$ cat src/rtl/brp_pkg.sv
package brp_pkg;

  localparam int WORD_W = 32;
  localparam int TAG_W  = 4;
  localparam int LANES  = 2;

  localparam int SOP_BIT = 31;
  localparam int EOP_BIT = 30;
  localparam int TAG_LSB = 16;

  localparam logic [7:0] RSP_ACK  = 8'h01;
  localparam logic [7:0] RSP_NAK  = 8'h02;
  localparam logic [7:0] RSP_NRDY = 8'h03;
  localparam logic [7:0] RSP_GOOD = 8'h04;
  localparam logic [7:0] RSP_BAD  = 8'h05;

  localparam logic [7:0] CRC_POLY = 8'h07;

  typedef enum logic [2:0] {
    PS_IDLE,
    PS_HDR,
    PS_DATA,
    PS_CRC,
    PS_FTR
  } pstate_t;

  // One byte through the CRC-8 shift register, MSB first.
  function automatic logic [7:0] crc8_step(input logic [7:0] c, input logic [7:0] d);
    logic [7:0] r;
    logic       fb;
    r = c;
    for (int i = 7; i >= 0; i--) begin
      fb = r[7] ^ d[i];
      r  = {r[6:0], 1'b0} ^ (fb ? CRC_POLY : 8'h00);
    end
    return r;
  endfunction

endpackage

$ cat src/rtl/brp_crc8.sv
module brp_crc8 #(
  parameter int LANES = 2
) (
  input  logic                  clk,
  input  logic                  rst_n,
  input  logic                  clr,
  input  logic                  en,
  input  logic [LANES-1:0]      lane_en,
  input  logic [LANES-1:0][7:0] lane_byte,
  output logic [7:0]            crc
);
  import brp_pkg::*;

  logic [7:0] crc_q, crc_d;
  logic [LANES:0][7:0] chain;

  assign chain[0] = crc_q;

  for (genvar g = 0; g < LANES; g++) begin : g_lane
    assign chain[g+1] = lane_en[g] ? crc8_step(chain[g], lane_byte[g]) : chain[g];
  end

  always_comb begin
    crc_d = crc_q;
    if (clr)
      crc_d = 8'h00;
    else if (en)
      crc_d = chain[LANES];
  end

  always_ff @(posedge clk or negedge rst_n) begin
    if (!rst_n)
      crc_q <= 8'h00;
    else if (clr || en)
      crc_q <= crc_d;
  end

  assign crc = crc_q;

endmodule

$ cat src/rtl/brp_byte_buf.sv
module brp_byte_buf #(
  parameter int LANES = 2,
  localparam int CNT_W = $clog2(LANES + 1),
  localparam int IDX_W = (LANES > 1) ? $clog2(LANES) : 1
) (
  input  logic                  clk,
  input  logic                  rst_n,
  input  logic                  load,
  input  logic [CNT_W-1:0]      load_cnt,
  input  logic [LANES-1:0][7:0] load_bytes,
  output logic                  empty,
  output logic                  rd_valid,
  input  logic                  rd_ready,
  output logic [7:0]            rd_data
);

  logic [LANES-1:0][7:0] bytes_q, bytes_d;
  logic [CNT_W-1:0]      cnt_q, cnt_d;
  logic [IDX_W-1:0]      head_q, head_d;
  logic                  pop;

  assign empty    = (cnt_q == '0);
  assign rd_valid = !empty;
  assign rd_data  = bytes_q[head_q];
  assign pop      = rd_valid && rd_ready;

  always_comb begin
    bytes_d = bytes_q;
    cnt_d   = cnt_q;
    head_d  = head_q;
    if (load) begin
      bytes_d = load_bytes;
      cnt_d   = load_cnt;
      head_d  = '0;
    end else if (pop) begin
      cnt_d  = cnt_q - 1'b1;
      head_d = head_q + 1'b1;
    end
  end

  always_ff @(posedge clk or negedge rst_n) begin
    if (!rst_n) begin
      bytes_q <= '0;
      cnt_q   <= '0;
      head_q  <= '0;
    end else if (load || pop) begin
      bytes_q <= bytes_d;
      cnt_q   <= cnt_d;
      head_q  <= head_d;
    end
  end

  // an offered byte is held until taken
  a_r10_hold: assert property (@(posedge clk) disable iff (!rst_n)
    rd_valid && !rd_ready |=> rd_valid && $stable(rd_data));

  // the parser reloads only an empty buffer
  a_r10_load_empty: assert property (@(posedge clk) disable iff (!rst_n)
    load |-> empty);

endmodule

$ cat src/rtl/bulk_rsp_parser.sv
module bulk_rsp_parser #(
  parameter int LEN_W = 9
) (
  input  logic             clk,
  input  logic             rst_n,
  input  logic             exp_valid,
  output logic             exp_ready,
  input  logic             exp_is_read,
  input  logic [LEN_W-1:0] exp_len,
  input  logic [3:0]       exp_id,
  input  logic             rx_valid,
  output logic             rx_ready,
  input  logic [31:0]      rx_word,
  output logic             rd_valid,
  input  logic             rd_ready,
  output logic [7:0]       rd_data,
  output logic             st_valid,
  output logic [3:0]       st_id,
  output logic [7:0]       st_hdr,
  output logic [7:0]       st_ftr,
  output logic             st_crc_err,
  output logic             st_id_err,
  output logic             st_frm_err,
  output logic             abort,
  input  logic             abort_clr
);
  import brp_pkg::*;

  localparam int CNT_W = $clog2(LANES + 1);

  // Word fields
  logic             w_sop, w_eop;
  logic [TAG_W-1:0] w_tag;
  logic [7:0]       w_lo, w_hi;
  logic             unused_rx_bits;

  assign w_sop          = rx_word[SOP_BIT];
  assign w_eop          = rx_word[EOP_BIT];
  assign w_tag          = rx_word[TAG_LSB +: TAG_W];
  assign w_lo           = rx_word[7:0];
  assign w_hi           = rx_word[15:8];
  assign unused_rx_bits = ^rx_word[29:20];

  // Packet state
  pstate_t          state_q, state_d;
  logic             is_rd_q, is_rd_d;
  logic [LEN_W-1:0] rem_q, rem_d;
  logic [TAG_W-1:0] tag_q, tag_d;
  logic [7:0]       hdr_q, hdr_d;
  logic             crcerr_q, crcerr_d;
  logic             pkt_en;

  // Status / abort
  logic             stv_q, stv_d;
  logic [TAG_W-1:0] sid_q, sid_d;
  logic [7:0]       shdr_q, shdr_d, sftr_q, sftr_d;
  logic             scrc_q, scrc_d, sider_q, sider_d, sfrm_q, sfrm_d;
  logic             abort_q, abort_d;

  // Helpers
  logic                  rx_fire, exp_fire, buf_empty;
  logic                  emit, e_frm, e_id, e_err;
  logic [7:0]            e_hdr, e_ftr;
  logic                  e_crc;
  logic                  buf_load;
  logic [CNT_W-1:0]      buf_cnt;
  logic [LANES-1:0][7:0] lane_bytes;
  logic                  crc_clr, crc_en;
  logic [LANES-1:0]      crc_lanes;
  logic [7:0]            crc_val;
  logic [1:0]            take;

  assign exp_ready = !abort_q && (state_q == PS_IDLE);
  assign rx_ready  = abort_q || ((state_q != PS_IDLE) && buf_empty);
  assign rx_fire   = rx_valid && rx_ready;
  assign exp_fire  = exp_valid && exp_ready;

  assign lane_bytes[0] = w_lo;
  assign lane_bytes[1] = w_hi;
  assign take          = (rem_q >= LEN_W'(2)) ? 2'd2 : 2'd1;

  // Next-state logic of the reply walker
  always_comb begin
    state_d   = state_q;
    is_rd_d   = is_rd_q;
    rem_d     = rem_q;
    tag_d     = tag_q;
    hdr_d     = hdr_q;
    crcerr_d  = crcerr_q;
    pkt_en    = 1'b0;
    emit      = 1'b0;
    e_frm     = 1'b0;
    e_id      = 1'b0;
    e_hdr     = hdr_q;
    e_ftr     = 8'h00;
    e_crc     = crcerr_q;
    buf_load  = 1'b0;
    buf_cnt   = '0;
    crc_clr   = 1'b0;
    crc_en    = 1'b0;
    crc_lanes = '0;

    case (state_q)
      PS_IDLE: begin
        if (exp_fire) begin
          pkt_en   = 1'b1;
          is_rd_d  = exp_is_read;
          rem_d    = exp_len;
          tag_d    = exp_id;
          hdr_d    = 8'h00;
          crcerr_d = 1'b0;
          crc_clr  = 1'b1;
          state_d  = PS_HDR;
        end
      end

      PS_HDR: begin
        if (rx_fire) begin
          pkt_en = 1'b1;
          if (!w_sop || w_eop || (w_tag != tag_q)) begin
            emit    = 1'b1;
            e_frm   = !w_sop || w_eop;
            e_id    = (w_tag != tag_q);
            e_hdr   = 8'h00;
            state_d = PS_IDLE;
          end else begin
            hdr_d = w_lo;
            if (!is_rd_q)
              state_d = PS_FTR;
            else if (rem_q == '0)
              state_d = PS_CRC;
            else
              state_d = PS_DATA;
          end
        end
      end

      PS_DATA: begin
        if (rx_fire) begin
          pkt_en = 1'b1;
          if (w_sop || w_eop) begin
            emit    = 1'b1;
            e_frm   = 1'b1;
            state_d = PS_IDLE;
          end else begin
            rem_d        = rem_q - LEN_W'(take);
            crc_en       = 1'b1;
            crc_lanes[0] = 1'b1;
            crc_lanes[1] = (take == 2'd2);
            buf_load     = (hdr_q == RSP_ACK);
            buf_cnt      = CNT_W'(take);
            if (rem_q <= LEN_W'(2))
              state_d = PS_CRC;
          end
        end
      end

      PS_CRC: begin
        if (rx_fire) begin
          pkt_en = 1'b1;
          if (w_sop || w_eop) begin
            emit    = 1'b1;
            e_frm   = 1'b1;
            state_d = PS_IDLE;
          end else begin
            crcerr_d = (hdr_q == RSP_ACK) && (w_lo != crc_val);
            state_d  = PS_FTR;
          end
        end
      end

      PS_FTR: begin
        if (rx_fire) begin
          pkt_en  = 1'b1;
          emit    = 1'b1;
          state_d = PS_IDLE;
          if (w_sop || !w_eop)
            e_frm = 1'b1;
          else
            e_ftr = w_lo;
        end
      end

      default: state_d = PS_IDLE;
    endcase
  end

  // Error summary of the packet being closed
  always_comb begin
    e_err = e_frm || e_id || e_crc || (e_hdr != RSP_ACK) ||
            !((e_ftr == RSP_ACK) || (e_ftr == RSP_GOOD));
  end

  // Next-state logic of status and abort
  always_comb begin
    stv_d   = emit;
    sid_d   = sid_q;
    shdr_d  = shdr_q;
    sftr_d  = sftr_q;
    scrc_d  = scrc_q;
    sider_d = sider_q;
    sfrm_d  = sfrm_q;
    if (emit) begin
      sid_d   = tag_q;
      shdr_d  = e_hdr;
      sftr_d  = e_ftr;
      scrc_d  = e_crc;
      sider_d = e_id;
      sfrm_d  = e_frm;
    end
    if (emit && e_err)
      abort_d = 1'b1;
    else if (abort_clr)
      abort_d = 1'b0;
    else
      abort_d = abort_q;
  end

  always_ff @(posedge clk or negedge rst_n) begin
    if (!rst_n) begin
      state_q  <= PS_IDLE;
      is_rd_q  <= 1'b0;
      rem_q    <= '0;
      tag_q    <= '0;
      hdr_q    <= '0;
      crcerr_q <= 1'b0;
    end else if (pkt_en) begin
      state_q  <= state_d;
      is_rd_q  <= is_rd_d;
      rem_q    <= rem_d;
      tag_q    <= tag_d;
      hdr_q    <= hdr_d;
      crcerr_q <= crcerr_d;
    end
  end

  always_ff @(posedge clk or negedge rst_n) begin
    if (!rst_n) begin
      stv_q   <= 1'b0;
      abort_q <= 1'b0;
    end else begin
      stv_q   <= stv_d;
      abort_q <= abort_d;
    end
  end

  always_ff @(posedge clk or negedge rst_n) begin
    if (!rst_n) begin
      sid_q   <= '0;
      shdr_q  <= '0;
      sftr_q  <= '0;
      scrc_q  <= 1'b0;
      sider_q <= 1'b0;
      sfrm_q  <= 1'b0;
    end else if (emit) begin
      sid_q   <= sid_d;
      shdr_q  <= shdr_d;
      sftr_q  <= sftr_d;
      scrc_q  <= scrc_d;
      sider_q <= sider_d;
      sfrm_q  <= sfrm_d;
    end
  end

  brp_crc8 #(.LANES(LANES)) u_crc (
    .clk       (clk),
    .rst_n     (rst_n),
    .clr       (crc_clr),
    .en        (crc_en),
    .lane_en   (crc_lanes),
    .lane_byte (lane_bytes),
    .crc       (crc_val)
  );

  brp_byte_buf #(.LANES(LANES)) u_buf (
    .clk        (clk),
    .rst_n      (rst_n),
    .load       (buf_load),
    .load_cnt   (buf_cnt),
    .load_bytes (lane_bytes),
    .empty      (buf_empty),
    .rd_valid   (rd_valid),
    .rd_ready   (rd_ready),
    .rd_data    (rd_data)
  );

  assign st_valid   = stv_q;
  assign st_id      = sid_q;
  assign st_hdr     = shdr_q;
  assign st_ftr     = sftr_q;
  assign st_crc_err = scrc_q;
  assign st_id_err  = sider_q;
  assign st_frm_err = sfrm_q;
  assign abort      = abort_q;

  // status is a single-cycle pulse
  a_r11_status_pulse: assert property (@(posedge clk) disable iff (!rst_n)
    st_valid |=> !st_valid);

  // abort holds until cleared
  a_r9_abort_sticky: assert property (@(posedge clk) disable iff (!rst_n)
    abort && !abort_clr |=> abort);

  // a flagged status always comes with an abort
  a_r9_flag_aborts: assert property (@(posedge clk) disable iff (!rst_n)
    st_valid && (st_frm_err || st_id_err || st_crc_err) |-> abort);

  // no data is offered during an abort
  a_r9_no_data_in_abort: assert property (@(posedge clk) disable iff (!rst_n)
    abort |-> !rd_valid);

endmodule

$ cat config.mk
export PLATFORM = sky130hd
export DESIGN_NAME = bulk_rsp_parser
export DESIGN_NICKNAME = d
export VERILOG_FILES = /design/src/rtl/brp_pkg.sv /design/src/rtl/brp_crc8.sv /design/src/rtl/brp_byte_buf.sv /design/src/rtl/bulk_rsp_parser.sv
export SDC_FILE = /design/constraint.sdc
export NUM_CORES = 1
export LEC_CHECK = 0
export CORE_UTILIZATION = 58
export DETAILED_ROUTE_END_ITERATION = 12
export PLACE_DENSITY = 0.88
export SYNTH_ARGS = -nofsm -noshare
export SYNTH_HDL_FRONTEND = slang
export SYNTH_HIERARCHICAL = 1
export SYNTH_SLANG_ARGS = --single-unit
$ cat constraint.sdc
create_clock -name clk -period 4.7 [get_ports clk]
set_input_delay 1.175 -clock clk [delete_from_list [all_inputs] [get_ports clk]]
set_output_delay 1.175 -clock clk [all_outputs]
set_load 0.05 [all_outputs]
==> impl_summary.txt <==
----------------------------------------------------
[Worst setup path]
  Timing startpoint of the critical path ... rx_word[31]
  Top fanout value on the critical path ... 11
  Reg-to-reg critical path endpoint ... u_crc/crc[2]$_DFFE_PN0P_
  Flop2flop setup slack ... 1.14 ns
  CP Data Required Time ... 4.94 ns
  Sort of element at the end of the critical path ... flip-flop
  Crit path largest cell delay ... 0.58 ns
  Kind of critical path ... in -> reg
  CP Buf/Inv Count ... 2
  Stages on the worst setup path ... 9
  Worst setup SP type ... input port
  CP max stage cell ... clkdlybuf4s50_1
  Cell family contributing the most delay on the critical path ... XOR/XNOR gates
  Reg2reg path depth ... 8
  List of cells traversed by the critical path ... clkdlybuf4s50_1, nor3b_1, nand4_1, inv_1, nand2_1, xnor2_2, xnor3_1, xor2_1, o22ai_2
  Reg2Reg Launch Point ... state_q[0]$_DFFE_PN0P_
  Arrival time of the worst setup path ... 4.18 ns
  Setup crit end ... u_crc/crc[2]$_DFFE_PN0P_

[Detailed routing]
  Post-DRT Antenna Nets ... 0
  Routed vias/inst ... 6.21
  Violation count after the first detailed-route iteration ... about 350
  TritonRoute pass-1 iters ... 5
  Average routed wire per standard cell ... 18.3 um
  Routed wire length ... around 12000 um
  Number of remaining DRC errors ... 0
  Via count of the routed design ... between 4000 and 5000

[Yosys]
  Share of synthesized area occupied by flip-flops and latches ... 39.3%
  Cell type with the largest total area after synthesis ... dfrtp_1
  Area of the mapped netlist ... 4970 sq um
  Most used flip-flop cell after synthesis ... dfrtp_1
  Largest cells by area after synthesis ... dfrtp_1 (39%), mux2_2 (8.2%), xnor2_1 (4.6%)
  Number of enable flip-flop cells after synthesis ... 0
  Library cells used by synthesis ... 73
  Cell with the most instances after synthesis ... dfrtp_1
  Yosys top cell area share ... between 30% and 40%
  Most frequent cells after synthesis ... dfrtp_1 (78), mux2_2 (36), nand2_1 (29)
  Count of warnings emitted by yosys ... 6
  Net Count, Synth ... 524
  Post-synthesis async set-or-reset flop share ... 100%
  Flip-flop and latch count after synthesis ... 78
  Average instance area after synthesis ... 10.6 sq um
  Synthesized instance count ... 468

[Timing]
  Maximum clock rate ... 253 MHz
  Max transition margin ... 34.7%
  Tmin final ... 3.95 ns
  Number of hold violations in the final report ... 0
  Share of the cycle needed by the critical path after routing ... 83.9%
  Setup total negative slack ... 0 ns
  Clock Skews ... 0.0140 ns
  Actual transition at the worst max-transition pin ... 0.980 ns
  Max-slew violations ... 0
  Endpoints failing setup ... 0
  Unrepaired setup endpoints after global routing ... false

[Global route]
  Largest net degree at the start of global routing ... slightly below 80
  All-Layer GR Usage ... 28.3%
  Via count of the first global-routing pass ... 4028
  Total congestion overflow ... 0
  First-pass GRT wire length ... 19400 um
  Antenna violations before repair ... 0

[Clock network]
  Hold_buf cts ... 0
  Count of cells resized by post-cts repair ... 0
  Clock Latency Late Sink ... 0.36 ns
  Register clock-pin slew on the reported worst setup and hold paths ... 0.09 ns
  CTS H-tree depth ... 3
  CTS Buf Count ... 9
  Buffer levels on the longest clock path ... 2
  Sink Count ... 78
  Post-CTS setup buffer count ... 0
  Clk root buf ... clkbuf_8
  CTS tree ... done

[Pwr]
  Switching fraction of total power ... 42.0%
  Pwr per Cell Area ... around 600 nW/um^2
  P_sw ... 1.51 mW
  Leakage power figure ... 2.62 nW
  Proportion of power drawn by flip-flops and latches ... 31.3%
  Cell Int Power ... 2.08 mW
  Portion of total power attributed to combinational logic ... 49.6%
  Worst supply voltage drop on vdd ... 0.237 mV
  Clock power share ... 19.0%

[Floorplan]
  Die Y-Extent ... 94.5 um
  Site Rows ... 33
  Die X ... 94.5 um
  Area of the die ... 8940 sq um
  IO Count ... 88
  Initial core utilization ... 60.2%
  Placeable Area ... 8260 sq um

[Min path]
  Hold-critical path depth ... 1
  Type of the tightest min-delay check ... reg -> reg

[Cells and area]
  Fraction of layout cells with a size suffix above 1 ... 18.3%
  Count of nets after finishing ... 598
  Diodes inserted ... 0
  Synthesis-to-finish area growth ... 22.5%
  Share of the core filled with cells ... between 70 and 80%

[Outcome]
  Status ... finished clean

[Job]
  Max Cap Viol ... 0

[Place]
  Weighted congestion reported at the end of routability-driven placement ... approximately 0.87
  Input/output buffers ... between 70 and 80
  Final HPWL DP ... 8150 um

----------------------------------------------------
## how the worst min path moves through the flow
| stage | start | endpoint |
|---|---|---|
| CTS | st_frm_err$_DFFE_PN0P_ | st_frm_err$_DFFE_PN0P_ |
| global placement | st_frm_err$_DFFE_PN0P_ | st_frm_err$_DFFE_PN0P_ |
| floorplan | rem_q[4]$_DFFE_PN0P_ | rem_q[4]$_DFFE_PN0P_ |
| finish | st_frm_err$_DFFE_PN0P_ | st_frm_err$_DFFE_PN0P_ |
| detailed placement | st_frm_err$_DFFE_PN0P_ | st_frm_err$_DFFE_PN0P_ |
| global route | st_frm_err$_DFFE_PN0P_ | st_frm_err$_DFFE_PN0P_ |
## placed cells by master, fill, tap and decap left out, drive strengths merged, types with 3 or more instances in the layout
master,n
xor2,21
and3,3
o221ai,8
mux2i,10
a21oi,13
nor2,22
nor3,8
buf,12
a311oi,6
bufinv,4
nor4,8
a22o,8
nand2b,3
ha,3
clkdlybuf4s50,76
nand2,30
mux2,46
xnor3,8
nand4,3
nand3b,3
o211ai,11
or3b,4
or2,6
inv,28
or3,3
xnor2,28
clkbuf,9
dfrtp,78
o22ai,16
a31oi,5
nand3,14
nor2b,5
o31ai,3
o21ai,13
## metrics by stage
step                cells  hold slack [ns]  setup slack (ns)  instance area, sq um  total power [mW]
finish                652            0.492             0.755                  6090              3.59
CTS                   652            0.497             0.826                  6090              3.59
global placement      636            0.468             0.585                  5820              2.83
detailed placement    636            0.472             0.474                  5820              2.89
floorplan             468            0.473              1.42                  4970              2.43
global route          652            0.524             0.622                  6090              3.77
## worst reg2reg max path: stages, from the launching register on
cell	delay (ns)
dfrtp_1	0.71
nor2_1	0.70
nand4_1	0.22
inv_1	0.40
nand2_1	0.23
xnor2_2	0.32
xnor3_1	0.53
xor2_1	0.23
o22ai_2	0.10
## registers in the layout, summed over array words and instances (netlist names), 2 cells and up
signal / flops
hdr_q: 8
rem_q: 9
st_ftr: 8
st_hdr: 8
st_id: 4
state_q: 3
tag_q: 4
u_buf/bytes_q: 16
u_buf/cnt_q: 2
u_crc/crc: 8
## power by group through the flow
stage / Sequential, mW / Clock (mW) / Combinational (mW)
after floorplan: 1.31 / 0 / 1.13
after global placement: 1.11 / 0 / 1.72
after detailed placement: 1.13 / 0 / 1.76
after CTS: 1.12 / 0.686 / 1.78
after global routing: 1.16 / 0.718 / 1.90
final: 1.13 / 0.683 / 1.78
## routing by layer
layer	wire (um)	up-vias	track usage (%)
met5	0	-	0
li1	-	1856	-
met3	653	37	4.99
met4	306	0	13.4
met2	5870	178	46.4
met1	5090	1979	36.5
## cells by family after synthesis
| logic type | count (synthesis) | synth area share (%) |
|---|---|---|
| buf+inv | 53 | 4.81 |
| flops | 78 | 39.3 |
| mux | 56 | 13.0 |
| xor+xnor | 59 | 13.8 |
| compound gates | 96 | 14.4 |
| simple gates | 122 | 13.5 |
| fa+ha+maj | 4 | 1.16 |
## area by class of cell
| cell class | instances | area (sq um) |
|---|---|---|
| clock inverters | 7 | 145 |
| repair buffers | 88 | 851 |
| fillers | 563 | 2170 |
| inverters | 28 | 106 |
| flip-flops and latches | 78 | 1950 |
| well taps | 105 | 131 |
| multi-input cells | 337 | 2780 |
| clock buffers | 9 | 124 |
No activity file was read; power rests on OpenSTA's default activity.
